--- src/rtl/bwm_pkg.sv ---
package bwm_pkg;

   // Number of slow lines formed from the tester pins
   function automatic int vtam_width(input int rate, input int pins, input int fast);
      return fast * rate + (pins - fast);
   endfunction

   function automatic int phase_bits(input int rate);
      return (rate > 2) ? $clog2(rate) : 1;
   endfunction

endpackage

--- src/rtl/bwm_phase.sv ---
module bwm_phase #(
   parameter int RATE = 4
) (
   input  logic clk,
   input  logic rst,
   output logic wrap,
   output logic scan_en
);
   localparam int PHW = bwm_pkg::phase_bits(RATE);
   localparam logic [PHW-1:0] LAST = PHW'(RATE - 1);

   logic [PHW-1:0] phase;

   assign wrap = (phase == LAST);

   always_ff @(posedge clk) begin
      if (rst) begin
         phase   <= '0;
         scan_en <= 1'b0;
      end else begin
         phase   <= wrap ? '0 : phase + 1'b1;
         scan_en <= wrap;
      end
   end
endmodule

--- src/rtl/bwm_sipo.sv ---
module bwm_sipo #(
   parameter int RATE = 4
) (
   input  logic            clk,
   input  logic            rst,
   input  logic            wrap,
   input  logic            din,
   output logic [RATE-1:0] word
);
   logic [RATE-1:0] shreg;
   logic [RATE-1:0] next_shreg;

   // newest bit enters at the top; the first bit of a slot lands in bit 0
   assign next_shreg = {din, shreg[RATE-1:1]};

   always_ff @(posedge clk) begin
      if (rst) begin
         shreg <= '0;
         word  <= '0;
      end else begin
         shreg <= next_shreg;
         if (wrap) word <= next_shreg;
      end
   end
endmodule

--- src/rtl/bwm_piso.sv ---
module bwm_piso #(
   parameter int RATE = 4
) (
   input  logic            clk,
   input  logic            rst,
   input  logic            wrap,
   input  logic [RATE-1:0] par,
   output logic            dout
);
   logic [RATE-1:0] shreg;

   assign dout = shreg[0];

   always_ff @(posedge clk) begin
      if (rst)       shreg <= '0;
      else if (wrap) shreg <= par;
      else           shreg <= {1'b0, shreg[RATE-1:1]};
   end
endmodule

--- src/rtl/bwm_adapter.sv ---
module bwm_adapter
   import bwm_pkg::*;
#(
   parameter int RATE      = 4,
   parameter int PINS      = 4,
   parameter int FAST_PINS = 2,
   parameter int WIDTH_MAX = 10,
   localparam int VW       = vtam_width(RATE, PINS, FAST_PINS)
) (
   input  logic          clk,
   input  logic          rst,
   input  logic [PINS-1:0] ate_si,
   output logic [PINS-1:0] ate_so,
   output logic          scan_en,
   output logic [VW-1:0] tam_si,
   input  logic [VW-1:0] tam_so
);
   localparam int SLOW_PINS = PINS - FAST_PINS;
   localparam int SLOW_BASE = FAST_PINS * RATE;

   // configuration checks at elaboration
   if (RATE < 2) begin : g_bad_rate
      $error("bwm_adapter: RATE must be at least 2");
   end
   if (FAST_PINS > PINS || FAST_PINS < 0) begin : g_bad_fast
      $error("bwm_adapter: FAST_PINS out of range");
   end
   if (VW > WIDTH_MAX) begin : g_bad_width
      $error("bwm_adapter: virtual bus width exceeds WIDTH_MAX");
   end

   logic wrap;

   bwm_phase #(.RATE(RATE)) u_phase (
      .clk     (clk),
      .rst     (rst),
      .wrap    (wrap),
      .scan_en (scan_en)
   );

   for (genvar j = 0; j < FAST_PINS; j++) begin : g_fast
      bwm_sipo #(.RATE(RATE)) u_sipo (
         .clk  (clk),
         .rst  (rst),
         .wrap (wrap),
         .din  (ate_si[j]),
         .word (tam_si[j*RATE +: RATE])
      );
      bwm_piso #(.RATE(RATE)) u_piso (
         .clk  (clk),
         .rst  (rst),
         .wrap (wrap),
         .par  (tam_so[j*RATE +: RATE]),
         .dout (ate_so[j])
      );
   end

   for (genvar k = 0; k < SLOW_PINS; k++) begin : g_slow
      always_ff @(posedge clk) begin
         if (rst) begin
            tam_si[SLOW_BASE+k]  <= 1'b0;
            ate_so[FAST_PINS+k]  <= 1'b0;
         end else if (wrap) begin
            tam_si[SLOW_BASE+k]  <= ate_si[FAST_PINS+k];
            ate_so[FAST_PINS+k]  <= tam_so[SLOW_BASE+k];
         end
      end
   end
endmodule

--- config.mk ---
export PLATFORM = sky130hd
export DESIGN_NAME = bwm_adapter
export DESIGN_NICKNAME = d
export VERILOG_FILES = /design/src/rtl/bwm_pkg.sv /design/src/rtl/bwm_phase.sv /design/src/rtl/bwm_sipo.sv /design/src/rtl/bwm_piso.sv /design/src/rtl/bwm_adapter.sv
export SDC_FILE = /design/constraint.sdc
export NUM_CORES = 1
export LEC_CHECK = 0
export BUFFER_PORTS_ARGS = -buffer_cell sky130_fd_sc_hd__buf_2
export CAP_MARGIN = 15
export CORE_MARGIN = 4
export CORE_UTILIZATION = 52
export DETAILED_ROUTE_END_ITERATION = 6
export PLACE_DENSITY = 0.81
export SLEW_MARGIN = 15
export SYNTH_ARGS = -nofsm -noshare
export SYNTH_HDL_FRONTEND = slang
export SYNTH_SLANG_ARGS = --single-unit
--- constraint.sdc ---
create_clock -name clk -period 2.2 [get_ports clk]
set_input_delay 0 -clock clk [delete_from_list [all_inputs] [get_ports clk]]
set_output_delay 0 -clock clk [all_outputs]
set_load 0.02 [all_outputs]
==> reports/qor.csv, run 1 <==
stage,metric,value,unit
floorplan,dieArea,2710,um^2
critical_path,startpoint_type,flop,
cts,post_cts_resized,0,
cells_and_area,finish.cell_count_without_fillers,154,
sta,max_slew_margin,49.8,%
critical_path,cp.required,2.38,ns
logic_synthesis,synth_edf_count,0,
floorplan,fp.dieW,52.1,um
power_and_ir_drop,power.switching_fraction,22.1,%
cts,cts-hold-fix-buffers,14,
cells_and_area,multi_input_area,347,um^2
power_and_ir_drop,vdd_drop_max,662,uV
cells_and_area,n_fill_cell,123,
power_and_ir_drop,power.clock.fraction,31.9,%
cts,numCtsBuffers,5,
floorplan,core_area,1780,um^2
place,gpl.final_weighted_congestion,0.651,
status,outcome,finished clean,
logic_synthesis,most_used_standard_cell_by_instance_count_after_synthesis,dfxtp_1,
place,placement.io_buffers,30,
logic_synthesis,synth-seq-area-share,57.4,%
logic_synthesis,count_of_cell_types_in_the_netlist,11,
logic_synthesis,yosys_most_used_dff,dfxtp_1,
floorplan,initial_utilization,56.7,%
detailed_routing,wire_per_inst,11.4,um
logic_synthesis,synth_largest_area_cell,dfxtp_1,
power_and_ir_drop,power_density,740,nW/um^2
logic_synthesis,synth_largest_type_area_fraction,57.4,%
cells_and_area,ff_latch_area,581,um^2
sta,report.final.slew_viol_count,0,
global_routing,grt_first_pass_wirelength,2.89,mm
global_routing,grt_pass1_vias,700,
global_routing,antenna_found_initial,0,
cts,clk_latency,0.31,ns
logic_synthesis,syn_nets,104,
logic_synthesis,ys_top_cells_by_area,"dfxtp_1 (57%), mux2i_1 (18%), nor2_1 (6.7%)",
place,post_dp_cell_area,1110,um^2
logic_synthesis,synth.ff_latch_count,29,
logic_synthesis,postSynthCellCount,86,
cts,clock_path_buffers,2,
cells_and_area,postLayoutCellArea,1300,um^2
sta,grt_setup_unrepaired,false,
logic_synthesis,yosysWarningCount,0,
power_and_ir_drop,combinationalPowerShare,10.7,%
sta,report.final.hold_viol_count,0,
sta,setup_total_negative_slack,0,ns
detailed_routing,post_drt_via_cell_ratio,4.62,
power_and_ir_drop,total_switching_power,0.214,mW
floorplan,ios,31,
logic_synthesis,synth_cell_count_leaders,"dfxtp_1 (29), mux2i_1 (18), nor2_1 (18)",
place,dpl.cell_count,133,
cts,clk_root_buffer_cell,clkbuf_4,
detailed_routing,pre_repair_dr_iteration_count,4,
cells_and_area,n_antenna_cell,0,
detailed_routing,detail_route.iter0.violations,5,
detailed_routing,drc_errors,0,
cells_and_area,area_delta_synth_final,29.0,%
logic_synthesis,synth_async_sr_flop_share,0,%
sta,tightest_slew,0.752,ns
detailed_routing,drt-total-wl,1.76,mm
cts,htreeDepth,2,
detailed_routing,vias,712,
logic_synthesis,syn-mean-instance-area,11.8,um^2
critical_path,critPathCaptureType,flop,
cts,cts.clk_slew.worst_paths,0.08,ns
cts,cts_post_setup_buffers_inserted,0,
detailed_routing,post_detailed_route_count_of_antenna_violating_nets,0,
sta,fmaxAchievable,675,MHz
critical_path,critPathMaxFanout,14,
floorplan,row_count,15,
power_and_ir_drop,static_leakage,0.581,nW
power_and_ir_drop,post-layout-total-power,0.965,mW
sta,fin_skew,0.00151,ns
job,max-cap-violations,0,
critical_path,setup.worst_path.class,reg2reg,
power_and_ir_drop,seqPwrFrac,57.4,%
min_path,timing.hold.worst.class,in2reg,
place,hpwl,1.10,mm
global_routing,grt_usage,15.5,%
sta,setup_viol,0,
global_routing,grt_max_degree,30,
sta,fin_crit,1.48,ns
cts,clock_tree_from_tritoncts,yes,
critical_path,worst_ep_arrival_time,1.67,ns
power_and_ir_drop,intPower,0.751,mW
floorplan,die_height,52.1,um
cells_and_area,num-nets-final,147,
cells_and_area,post_route_cells_drive_above_1_share,27.9,%
global_routing,grt-ovfl-total,0,
sta,layout_worst_path_cycle_share,67.3,%
cts,clock-sinks,29,
logic_synthesis,synth_area,1010,um^2
[cell usage in the layout (no fill, tap or decap), drive strengths merged]
| cell type | netlist | final |
|---|---|---|
| dlygate4sd3 | 0 | 14 |
| mux2i | 18 | 18 |
| nor2b | 7 | 7 |
| nor2 | 18 | 18 |
| clkbuf | 0 | 7 |
| dfxtp | 29 | 29 |
| nor3 | 1 | 1 |
| and3b | 2 | 2 |
| buf | 8 | 30 |
| nor3b | 1 | 1 |
| ha | 2 | 2 |
[cells by family after synthesis]
logic type               share of synthesized area (%)
adder cells (fa/ha/maj)                           2.47
AND/OR/NAND/NOR                                   14.0
multiplexers                                      17.8
buffers and inverters                             8.29
flip-flops                                        57.4
[power by group through the flow]
stage / sequential (mW) / clock (mW) / combinational, mW
2_1_floorplan: 0.573 / 0 / 0.0626
3_3_place_gp: 0.565 / 0 / 0.0821
3_5_place_dp: 0.566 / 0 / 0.0852
4_1_cts: 0.554 / 0.323 / 0.104
5_1_grt: 0.556 / 0.342 / 0.114
6_report: 0.553 / 0.308 / 0.103
[metrics by stage]
step           hold slack, ns  worst slack [ns]  utilization, %
2_1_floorplan           0.128              1.14               -
3_3_place_gp            0.226             0.787            62.2
3_5_place_dp            0.230             0.733            62.2
4_1_cts                 0.111             0.723            73.1
5_1_grt                 0.138             0.600            73.1
6_report                0.125             0.719            73.1
[registers in the layout (all words and copies together) (netlist names)]
register and cells:
g_fast.u_sipo.word 8, u_phase.scan_en 1, u_phase.phase 2, ate_so 2
g_fast.u_piso.shreg 8, tam_si 2, g_fast.u_sipo.shreg 6
[critical path, stage by stage (launching register included)]
cell,delay [ns]
dfxtp_1,0.36
ha_1,0.66
mux2i_1,0.28
nor2_1,0.06
[final timing paths]
| path | from | to | slack, ns | depth (start not counted) |
|---|---|---|---|---|
| max | u_phase.phase[0] | tam_si[9] | 0.72 | 3 |
| min | rst | g_fast[0].u_sipo.word[3] | 0.12 | 2 |
| max reg2reg | u_phase.phase[0] | tam_si[9] | 0.72 | 3 |
| min reg2reg | u_phase.phase[0] | u_phase.phase[0] | 0.46 | 1 |
[layer usage]
| layer | track usage, % | routed length, um | vias to the layer above |
|---|---|---|---|
| li1 | - | - | 363 |
| met1 | 15.5 | 668 | 315 |
| met2 | 25.3 | 897 | 27 |
| met3 | 6.30 | 131 | 7 |
| met4 | 11.8 | 60 | 0 |
| met5 | 0 | 0 | - |
[layout make-up]
cell class	count	area share [%]
flip-flops and latches	29	44.5
repair buffers	44	22.3
clock buffers	7	4.22
multi-input cells	49	26.6
well taps	25	2.40
Note: power is estimated with default switching activity, not from simulation.
==> run 2: changes to the inputs <==
--- a/config.mk
+++ b/config.mk
@@ -5,12 +5,13 @@
 export SDC_FILE = /design/constraint.sdc
 export NUM_CORES = 1
 export LEC_CHECK = 0
+export ABC_AREA = 1
 export BUFFER_PORTS_ARGS = -buffer_cell sky130_fd_sc_hd__buf_2
 export CAP_MARGIN = 15
 export CORE_MARGIN = 4
-export CORE_UTILIZATION = 52
+export CORE_UTILIZATION = 49
 export DETAILED_ROUTE_END_ITERATION = 6
-export PLACE_DENSITY = 0.81
+export PLACE_DENSITY = 0.76
 export SLEW_MARGIN = 15
 export SYNTH_ARGS = -nofsm -noshare
 export SYNTH_HDL_FRONTEND = slang
==> constraint.sdc (replaced) <==
create_clock -name clk -period 1.5 [get_ports clk]
set_input_delay 0 -clock clk [delete_from_list [all_inputs] [get_ports clk]]
set_output_delay 0 -clock clk [all_outputs]
set_load 0.02 [all_outputs]
==> run 2 against run 1 <==
Count of clock-buffer cells in the layout unchanged. Hold slack got worse by 0.11 ns. Via count increased by 28%. Critical path type unchanged.
==> reports/qor.csv, run 2 <==
stage,metric,value,unit,change
cells_and_area,multi_input_area,347,um^2,unchanged
power_and_ir_drop,seqPwrFrac,52.5,%,was 57.4%
sta,fmaxAchievable,919,MHz,was 675 MHz
cts,clock_path_buffers,2,,unchanged
detailed_routing,drt-total-wl,1.97,mm,was 1.76 mm
logic_synthesis,synth_largest_area_cell,dfxtp_1,,unchanged
global_routing,grt_usage,16.9,%,was 15.5%
cells_and_area,layout_commonest_cell,nand2_1,,was buf_2
logic_synthesis,synth_async_sr_flop_share,0,%,unchanged
global_routing,global_route.usage.met2,29.1,%,was 25.3%
floorplan,row_count,16,,was 15
job,max-cap-violations,0,,unchanged
power_and_ir_drop,static_leakage,0.732,nW,was 0.581 nW
critical_path,crit_top_cell,nand2_1,,
cells_and_area,post_route_cells_drive_above_1_share,23.5,%,was 27.9%
sta,tightest_slew,0.396,ns,was 0.752 ns
logic_synthesis,synth_cell_count_leaders,"nand2_1 (36), nor2_1 (33), dfxtp_1 (29)",,"was dfxtp_1 (29), mux2i_1 (18), nor2_1 (18)"
critical_path,startpoint_type,flop,,unchanged
cells_and_area,postLayoutCellArea,1400,um^2,was 1300 um^2
critical_path,worst_r2r_path_depth,4,,was 3
power_and_ir_drop,power.switching_fraction,25.4,%,was 22.1%
power_and_ir_drop,vdd_drop_max,762,uV,was 662 uV
floorplan,ios,31,,unchanged
critical_path,critPathCaptureType,flop,,unchanged
detailed_routing,vias,909,,was 712
critical_path,critical_path.max_stage_delay,0.41,ns,was 0.66 ns
critical_path,timing.rr.start,u_phase.phase[0],,unchanged
cts,clock_tree_from_tritoncts,yes,,unchanged
sta,fin_skew,0.00276,ns,was 0.00151 ns
cts,cts_post_setup_buffers_inserted,0,,unchanged
critical_path,cp.required,1.72,ns,was 2.38 ns
detailed_routing,post_drt_via_cell_ratio,4.41,,was 4.62
cts,cts.clk_slew.worst_paths,0.09,ns,was 0.08 ns
power_and_ir_drop,power_density,1130,nW/um^2,was 740 nW/um^2
cts,numCtsBuffers,5,,unchanged
cells_and_area,num-nets-final,196,,was 147
sta,fin_crit,1.09,ns,was 1.48 ns
min_path,timing.hold.worst.class,in2reg,,unchanged
logic_synthesis,synth.ff_latch_count,29,,unchanged
power_and_ir_drop,intPower,1.18,mW,was 0.751 mW
global_routing,grt_first_pass_wirelength,3.45,mm,was 2.89 mm
floorplan,dieArea,3010,um^2,was 2710 um^2
sta,setup_viol,0,,unchanged
detailed_routing,detail_route.iter0.violations,5,,unchanged
critical_path,cp_slowest_cell,ha_1,,unchanged
logic_synthesis,count_of_cell_types_in_the_netlist,11,,unchanged
logic_synthesis,synth_area,1080,um^2,was 1010 um^2
critical_path,regToRegEndpoint,g_fast[0].u_piso.shreg[1],,was tam_si[9]
global_routing,grt-ovfl-total,0,,unchanged
cells_and_area,n_fill_cell,176,,was 123
power_and_ir_drop,power.clock.fraction,33.5,%,was 31.9%
floorplan,die_height,54.9,um,was 52.1 um
cts,clk_root_buffer_cell,clkbuf_4,,unchanged
min_path,holdPathEnd,g_fast[0].u_sipo.shreg[2],,was g_fast[0].u_sipo.word[3]
critical_path,setup.worst_path.class,reg2reg,,unchanged
sta,report.final.slew_viol_count,0,,unchanged
global_routing,met1_usage,16.3,%,was 15.5%
critical_path,path_delay_family,adder cells,,unchanged
cts,htreeDepth,2,,unchanged
min_path,hold_path.startpoint,rst,,unchanged
sta,fin_worst_hold_slack,0.0120,ns,was 0.125 ns
cells_and_area,area_delta_synth_final,30.0,%,was 29.0%
cts,clock-sinks,29,,unchanged
global_routing,grt_pass1_vias,880,,was 700
logic_synthesis,synth-seq-area-share,54.0,%,was 57.4%
sta,grt_setup_unrepaired,false,,unchanged
sta,layout_worst_path_cycle_share,72.5,%,was 67.3%
critical_path,worstPathCellList,"ha_1, nor2_8, nand2_1, nand2_1",,"was ha_1, mux2i_1, nor2_1"
floorplan,fp.dieW,54.9,um,was 52.1 um
logic_synthesis,yosysWarningCount,0,,unchanged
power_and_ir_drop,combinationalPowerShare,14.0,%,was 10.7%
place,post_dp_cell_area,1190,um^2,was 1110 um^2
cells_and_area,final_util,69.2,%,was 73.1%
critical_path,reg2reg_slack,0.41,ns,was 0.72 ns
logic_synthesis,synth_largest_type_area_fraction,54.0,%,was 57.4%
sta,max_slew_margin,73.6,%,was 49.8%
global_routing,antenna_found_initial,0,,unchanged
place,gpl.final_weighted_congestion,0.708,,was 0.651
detailed_routing,wire_per_inst,9.56,um,was 11.4 um
sta,report.final.hold_viol_count,0,,unchanged
cells_and_area,largest_registers,"g_fast.u_piso.shreg x8, g_fast.u_sipo.word x8, g_fast.u_sipo.shreg x6",,unchanged
cts,clk_latency,0.32,ns,was 0.31 ns
cells_and_area,final_cell_mix,"nand2_1 (36), nor2_1 (33), buf_2 (30), dfxtp_1 (29), inv_1 (15)",,"was buf_2 (30), dfxtp_1 (29), mux2i_1 (18), nor2_1 (18), dlygate4sd3_1 (14)"
min_path,hold_depth,2,,unchanged
cells_and_area,finish.cell_count_without_fillers,206,,was 154
logic_synthesis,yosys_most_used_dff,dfxtp_1,,unchanged
global_routing,grt_max_degree,21,,was 30
logic_synthesis,syn-mean-instance-area,8.03,um^2,was 11.8 um^2
detailed_routing,post_detailed_route_count_of_antenna_violating_nets,0,,unchanged
critical_path,critPathMaxFanout,8,,was 14
place,hpwl,1.31,mm,was 1.10 mm
critical_path,path_buf_inv,0,,unchanged
status,outcome,finished clean,,unchanged
cells_and_area,ff_latch_area,581,um^2,unchanged
global_routing,global_route.peak_usage_layer,met2,,unchanged
detailed_routing,drc_errors,0,,unchanged
floorplan,core_area,2020,um^2,was 1780 um^2
sta,setup_total_negative_slack,0,ns,unchanged
critical_path,worst_ep_arrival_time,1.31,ns,was 1.67 ns
floorplan,initial_utilization,53.2,%,was 56.7%
place,placement.io_buffers,30,,unchanged
global_routing,groute.layer.met3.usage,6.81,%,was 6.30%
logic_synthesis,most_used_standard_cell_by_instance_count_after_synthesis,nand2_1,,was dfxtp_1
logic_synthesis,syn_nets,152,,was 104
logic_synthesis,ys_top_cells_by_area,"dfxtp_1 (54%), nand2_1 (13%), nor2_1 (12%)",,"was dfxtp_1 (57%), mux2i_1 (18%), nor2_1 (6.7%)"
power_and_ir_drop,total_switching_power,0.402,mW,was 0.214 mW
logic_synthesis,synth_edf_count,0,,unchanged
place,dpl.cell_count,184,,was 133
cells_and_area,n_antenna_cell,0,,unchanged
logic_synthesis,postSynthCellCount,134,,was 86
detailed_routing,pre_repair_dr_iteration_count,4,,unchanged
[run 2: cell count changes after synthesis, moves of 2 or more]
cell | previous run | this run
inv_1 | 0 | 15
nand3_1 | 0 | 6
nor2_1 | 18 | 33
and3_1 | 0 | 2
and3b_1 | 2 | 0
mux2i_1 | 18 | 0
buf_6 | 3 | 5
nand2_1 | 0 | 36
nor2b_1 | 7 | 0
[run 2: cell type report]
class,count,area share (%)
clock buffer,7,4.65
clock inverter,1,0.358
inverter,16,4.47
multi-input combinational,80,24.8
sequential,29,41.5
tap,27,2.42
timing repair buffer,46,21.8
[run 2: what timing repair did]
| action | in CTS | in global routing |
|---|---|---|
| endpoints found under the hold margin | 15 | 0 |
| resized for setup | 0 | 0 |
| hold buffers | 14 | 0 |
[run 2: cells by family (layout without fill, tap and decap cells)]
family	after synthesis	count (layout)	share of synthesized area [%]
adder cells (fa/ha/maj)	2	2	2.33
buffers and inverters	25	70	13.8
flip-flops	29	29	54.0
AND/OR/NAND/NOR	78	78	29.9
[run 2: worst max-delay path by stage]
stage | start | end | slack (ns) | depth (start not counted)
global placement | u_phase.phase[0] | u_phase.phase[0] | 0.46 | 4
detailed placement | u_phase.phase[0] | u_phase.phase[0] | 0.41 | 4
global route | u_phase.phase[0] | g_fast[0].u_piso.shreg[1] | 0.32 | 4
CTS | u_phase.phase[0] | u_phase.phase[0] | 0.40 | 4
finish | u_phase.phase[0] | g_fast[0].u_piso.shreg[1] | 0.41 | 4
floorplan | u_phase.phase[0] | ate_so[2] | 0.47 | 5
[run 2: metal layers]
layer  vias to the layer above  wire length, um
li1                        478                -
met1                       392              788
met2                        31              982
met3                         8              146
met4                         0               53
met5                         -                0
[run 2: power groups by stage]
stage               sequential, mW  clock [mW]  combinational (mW)
CTS                          0.832       0.547               0.223
finish                       0.831       0.531               0.221
global route                 0.837       0.584               0.251
floorplan                    0.877           0               0.121
detailed placement           0.850           0               0.194
global placement             0.847           0               0.189
[run 2: worst reg2reg max path: cells and delay by family, from the launching register on]
family	cells	cell delay (ns)
AND/OR/NAND/NOR	3	0.21
adder cells (fa/ha/maj)	1	0.41
flip-flops	1	0.37
[run 2: metrics by stage]
stage               setup WS, ns  power (mW)
CTS                        0.402        1.60
global placement           0.458        1.04
floorplan                  0.472       0.998
finish                     0.412        1.58
global route               0.320        1.67
detailed placement         0.415        1.04
==> run 3: changes to the inputs <==
--- a/config.mk
+++ b/config.mk
@@ -9,9 +9,9 @@
 export BUFFER_PORTS_ARGS = -buffer_cell sky130_fd_sc_hd__buf_2
 export CAP_MARGIN = 15
 export CORE_MARGIN = 4
-export CORE_UTILIZATION = 49
+export CORE_UTILIZATION = 44
 export DETAILED_ROUTE_END_ITERATION = 6
-export PLACE_DENSITY = 0.76
+export PLACE_DENSITY = 0.72
 export SLEW_MARGIN = 15
 export SYNTH_ARGS = -nofsm -noshare
 export SYNTH_HDL_FRONTEND = slang
==> constraint.sdc (replaced) <==
create_clock -name clk -period 0.9 [get_ports clk]
set_input_delay 0 -clock clk [delete_from_list [all_inputs] [get_ports clk]]
set_output_delay 0 -clock clk [all_outputs]
set_load 0.02 [all_outputs]
==> run 3 against run 2 <==
Largest power group unchanged. Critical endpoint is now g_fast[1].u_sipo.word[0]. The flow now finishes with violations (setup timing). Global-route usage is 3.3 points lower. Highest routed layer unchanged. Combinational power up 100%. Critical path type unchanged. Setup slack lost 0.46 ns. Sequential share of layout area fell by 3.0 points. Final area up 9.1%. Total power rose by 65%. First-iteration DRC count rose to 3.2 times the previous value. Clock power increased by 46%.
==> reports/qor.csv, run 3 (synthesized netlist as in run 2, its figures left out) <==
stage,metric,value,unit,change
critical_path,worst_r2r_path_depth,4,,unchanged
cells_and_area,final_util,67.1,%,was 69.2%
floorplan,core_area,2280,um^2,was 2020 um^2
sta,max_slew_margin,87.1,%,was 73.6%
place,gpl.final_weighted_congestion,0.687,,was 0.708
critical_path,startpoint_type,flop,,unchanged
global_routing,grt_max_degree,21,,unchanged
status,failed_checks,setup timing,,
critical_path,cp.required,1.12,ns,was 1.72 ns
cells_and_area,n_antenna_cell,0,,unchanged
power_and_ir_drop,static_leakage,0.759,nW,was 0.732 nW
cells_and_area,layout_commonest_cell,nand2_1,,unchanged
critical_path,critPathCaptureType,flop,,unchanged
cts,clock_tree_from_tritoncts,yes,,unchanged
detailed_routing,vias,911,,was 909
detailed_routing,pre_repair_dr_iteration_count,4,,unchanged
cts,clock_path_buffers,2,,unchanged
cts,cts.clk_slew.worst_paths,0.08,ns,was 0.09 ns
detailed_routing,wire_per_inst,10.2,um,was 9.56 um
global_routing,grt_pass1_vias,825,,was 880
job,max-cap-violations,0,,unchanged
sta,report.final.slew_viol_count,0,,unchanged
detailed_routing,detail_route.iter0.violations,16,,was 5
sta,tightest_slew,0.194,ns,was 0.396 ns
place,dpl.cell_count,186,,was 184
sta,report.final.hold_viol_count,0,,unchanged
detailed_routing,drt-total-wl,2.14,mm,was 1.97 mm
place,hpwl,1.25,mm,was 1.31 mm
floorplan,initial_utilization,47.3,%,was 53.2%
place,post_dp_cell_area,1210,um^2,was 1190 um^2
floorplan,dieArea,3300,um^2,was 3010 um^2
power_and_ir_drop,power_density,1720,nW/um^2,was 1130 nW/um^2
floorplan,fp.dieW,57.5,um,was 54.9 um
place,dp_worst_setup_slack,-0.127,ns,was 0.415 ns
critical_path,regToRegEndpoint,g_fast[1].u_sipo.word[0],,was g_fast[0].u_piso.shreg[1]
sta,fin_skew,0.0116,ns,was 0.00276 ns
detailed_routing,post_detailed_route_count_of_antenna_violating_nets,0,,unchanged
cts,clock-sinks,29,,unchanged
min_path,hold_depth,2,,unchanged
sta,grt_setup_unrepaired,true,,was false
critical_path,timing.rr.start,u_phase.phase[0],,unchanged
min_path,timing.hold.worst.class,reg2reg,,was in2reg
sta,fin_crit,0.952,ns,was 1.09 ns
sta,setup_viol,20,,was 0
global_routing,grt_first_pass_wirelength,3.33,mm,was 3.45 mm
sta,setup_total_negative_slack,-0.602,ns,was 0 ns
global_routing,grt-ovfl-total,0,,unchanged
min_path,hold_path.startpoint,g_fast[1].u_piso.shreg[1],,was rst
cells_and_area,finish.cell_count_without_fillers,210,,was 206
detailed_routing,drc_errors,0,,unchanged
cells_and_area,area_delta_synth_final,41.9,%,was 30.0%
critical_path,reg2reg_slack,-0.05,ns,was 0.41 ns
cells_and_area,postLayoutCellArea,1530,um^2,was 1400 um^2
critical_path,setup.worst_path.class,reg2reg,,unchanged
cts,numCtsBuffers,5,,unchanged
floorplan,ios,31,,unchanged
floorplan,row_count,17,,was 16
place,placement.io_buffers,30,,unchanged
cells_and_area,post_route_cells_drive_above_1_share,34.6,%,was 23.5%
cells_and_area,num-nets-final,200,,was 196
global_routing,grt_usage,13.6,%,was 16.9%
critical_path,worst_ep_arrival_time,1.17,ns,was 1.31 ns
cells_and_area,n_fill_cell,184,,was 176
power_and_ir_drop,vdd_drop_max,1110,uV,was 762 uV
global_routing,antenna_found_initial,0,,unchanged
sta,layout_worst_path_cycle_share,106,%,was 72.5%
sta,layout_setup_ws,-0.0523,ns,was 0.412 ns
sta,fmaxAchievable,1050,MHz,was 919 MHz
cts,htreeDepth,2,,unchanged
cells_and_area,final_cell_mix,"nand2_1 (29), buf_2 (28), dfxtp_1 (27), nor2_1 (25), dlygate4sd3_1 (15)",,"was nand2_1 (36), nor2_1 (33), buf_2 (30), dfxtp_1 (29), inv_1 (15)"
status,outcome,finished with violations,,was finished clean
cts,clk_root_buffer_cell,clkbuf_4,,unchanged
critical_path,critPathMaxFanout,10,,was 8
cells_and_area,largest_registers,"g_fast.u_piso.shreg x8, g_fast.u_sipo.word x8, g_fast.u_sipo.shreg x6",,unchanged
detailed_routing,post_drt_via_cell_ratio,4.34,,was 4.41
floorplan,die_height,57.5,um,was 54.9 um
min_path,holdPathEnd,g_fast[1].u_piso.shreg[0],,was g_fast[0].u_sipo.shreg[2]
cts,clk_latency,0.32,ns,about the same
-- run 3: cell types whose count changed in the layout (fill, tap and decap cells not counted), moves of 2 or more --
cell	change
buf_4	+2
nand2_2	+7
dfxtp_1	-2
ha_1	-2
nand2_1	-7
ha_4	+2
nor2_1	-8
nor2_2	+8
buf_2	-2
dfxtp_4	+2
-- run 3: cell type report --
cell class                      count  area, um^2  share of cell area (%)
Multi-Input combinational cell     80         409                    26.8
Sequential cell                    29         588                    38.5
Tap cell                           28        35.0                    2.30
Clock buffer                        7        55.1                    3.61
Timing Repair Buffer               50         377                    24.7
Inverter                           16        62.6                    4.10
-- run 3: routing by layer --
metal	wire [um]	vias to the layer above	share of wire, %	GRT usage (%)
met5	0	-	0	0
met3	152	6	7.1	4.98
met2	1050	27	49	22.6
met4	49	0	2.3	8.94
met1	896	396	42	14.2
li1	-	482	-	-
-- run 3: power by group --
group | internal [mW] | switching (mW) | total [mW] | leakage, nW
Sequential | 1.36 | 0.0460 | 1.40 | 0.237
Combinational | 0.218 | 0.225 | 0.442 | 0.491
Clock | 0.368 | 0.405 | 0.773 | 0.0314
-- run 3: through the flow --
stage / power (mW) / hold slack [ns]
6_report: 2.62 / 0.427
5_1_grt: 2.75 / 0.450
4_1_cts: 2.60 / 0.410
3_5_place_dp: 1.75 / 0.226
3_3_place_gp: 1.74 / 0.222
2_1_floorplan: 1.67 / 0.125
-- run 3: how the worst max path moves through the flow --
stage,cells after the start,end,slack [ns],from
6_report,4,g_fast[1].u_sipo.word[0],-0.05,u_phase.phase[0]
4_1_cts,5,g_fast[1].u_sipo.word[1],-0.05,u_phase.phase[0]
3_5_place_dp,4,u_phase.phase[0],-0.13,u_phase.phase[0]
2_1_floorplan,4,g_fast[0].u_piso.shreg[3],-0.07,u_phase.phase[1]
5_1_grt,5,g_fast[1].u_sipo.word[1],-0.10,u_phase.phase[0]
3_3_place_gp,4,u_phase.phase[0],-0.1,u_phase.phase[0]
-- run 3: critical path, cell delays in order, from the launching register on --
cell,delay (ns)
dfxtp_4,0.37
ha_4,0.18
clkbuf_16,0.17
nor2_1,0.08
nor2_1,0.05
-- run 3: what timing repair did --
| action | 4_1_cts | 5_1_grt |
|---|---|---|
| hold endpoints to repair | 17 | 0 |
| setup endpoints to repair | 23 | 24 |
| buffers inserted | 0 | 1 |
| gates resized for setup | 7 | 18 |
| pin swaps | 3 | 11 |
| cloned | 0 | 1 |
| hold buffers | 15 | 0 |
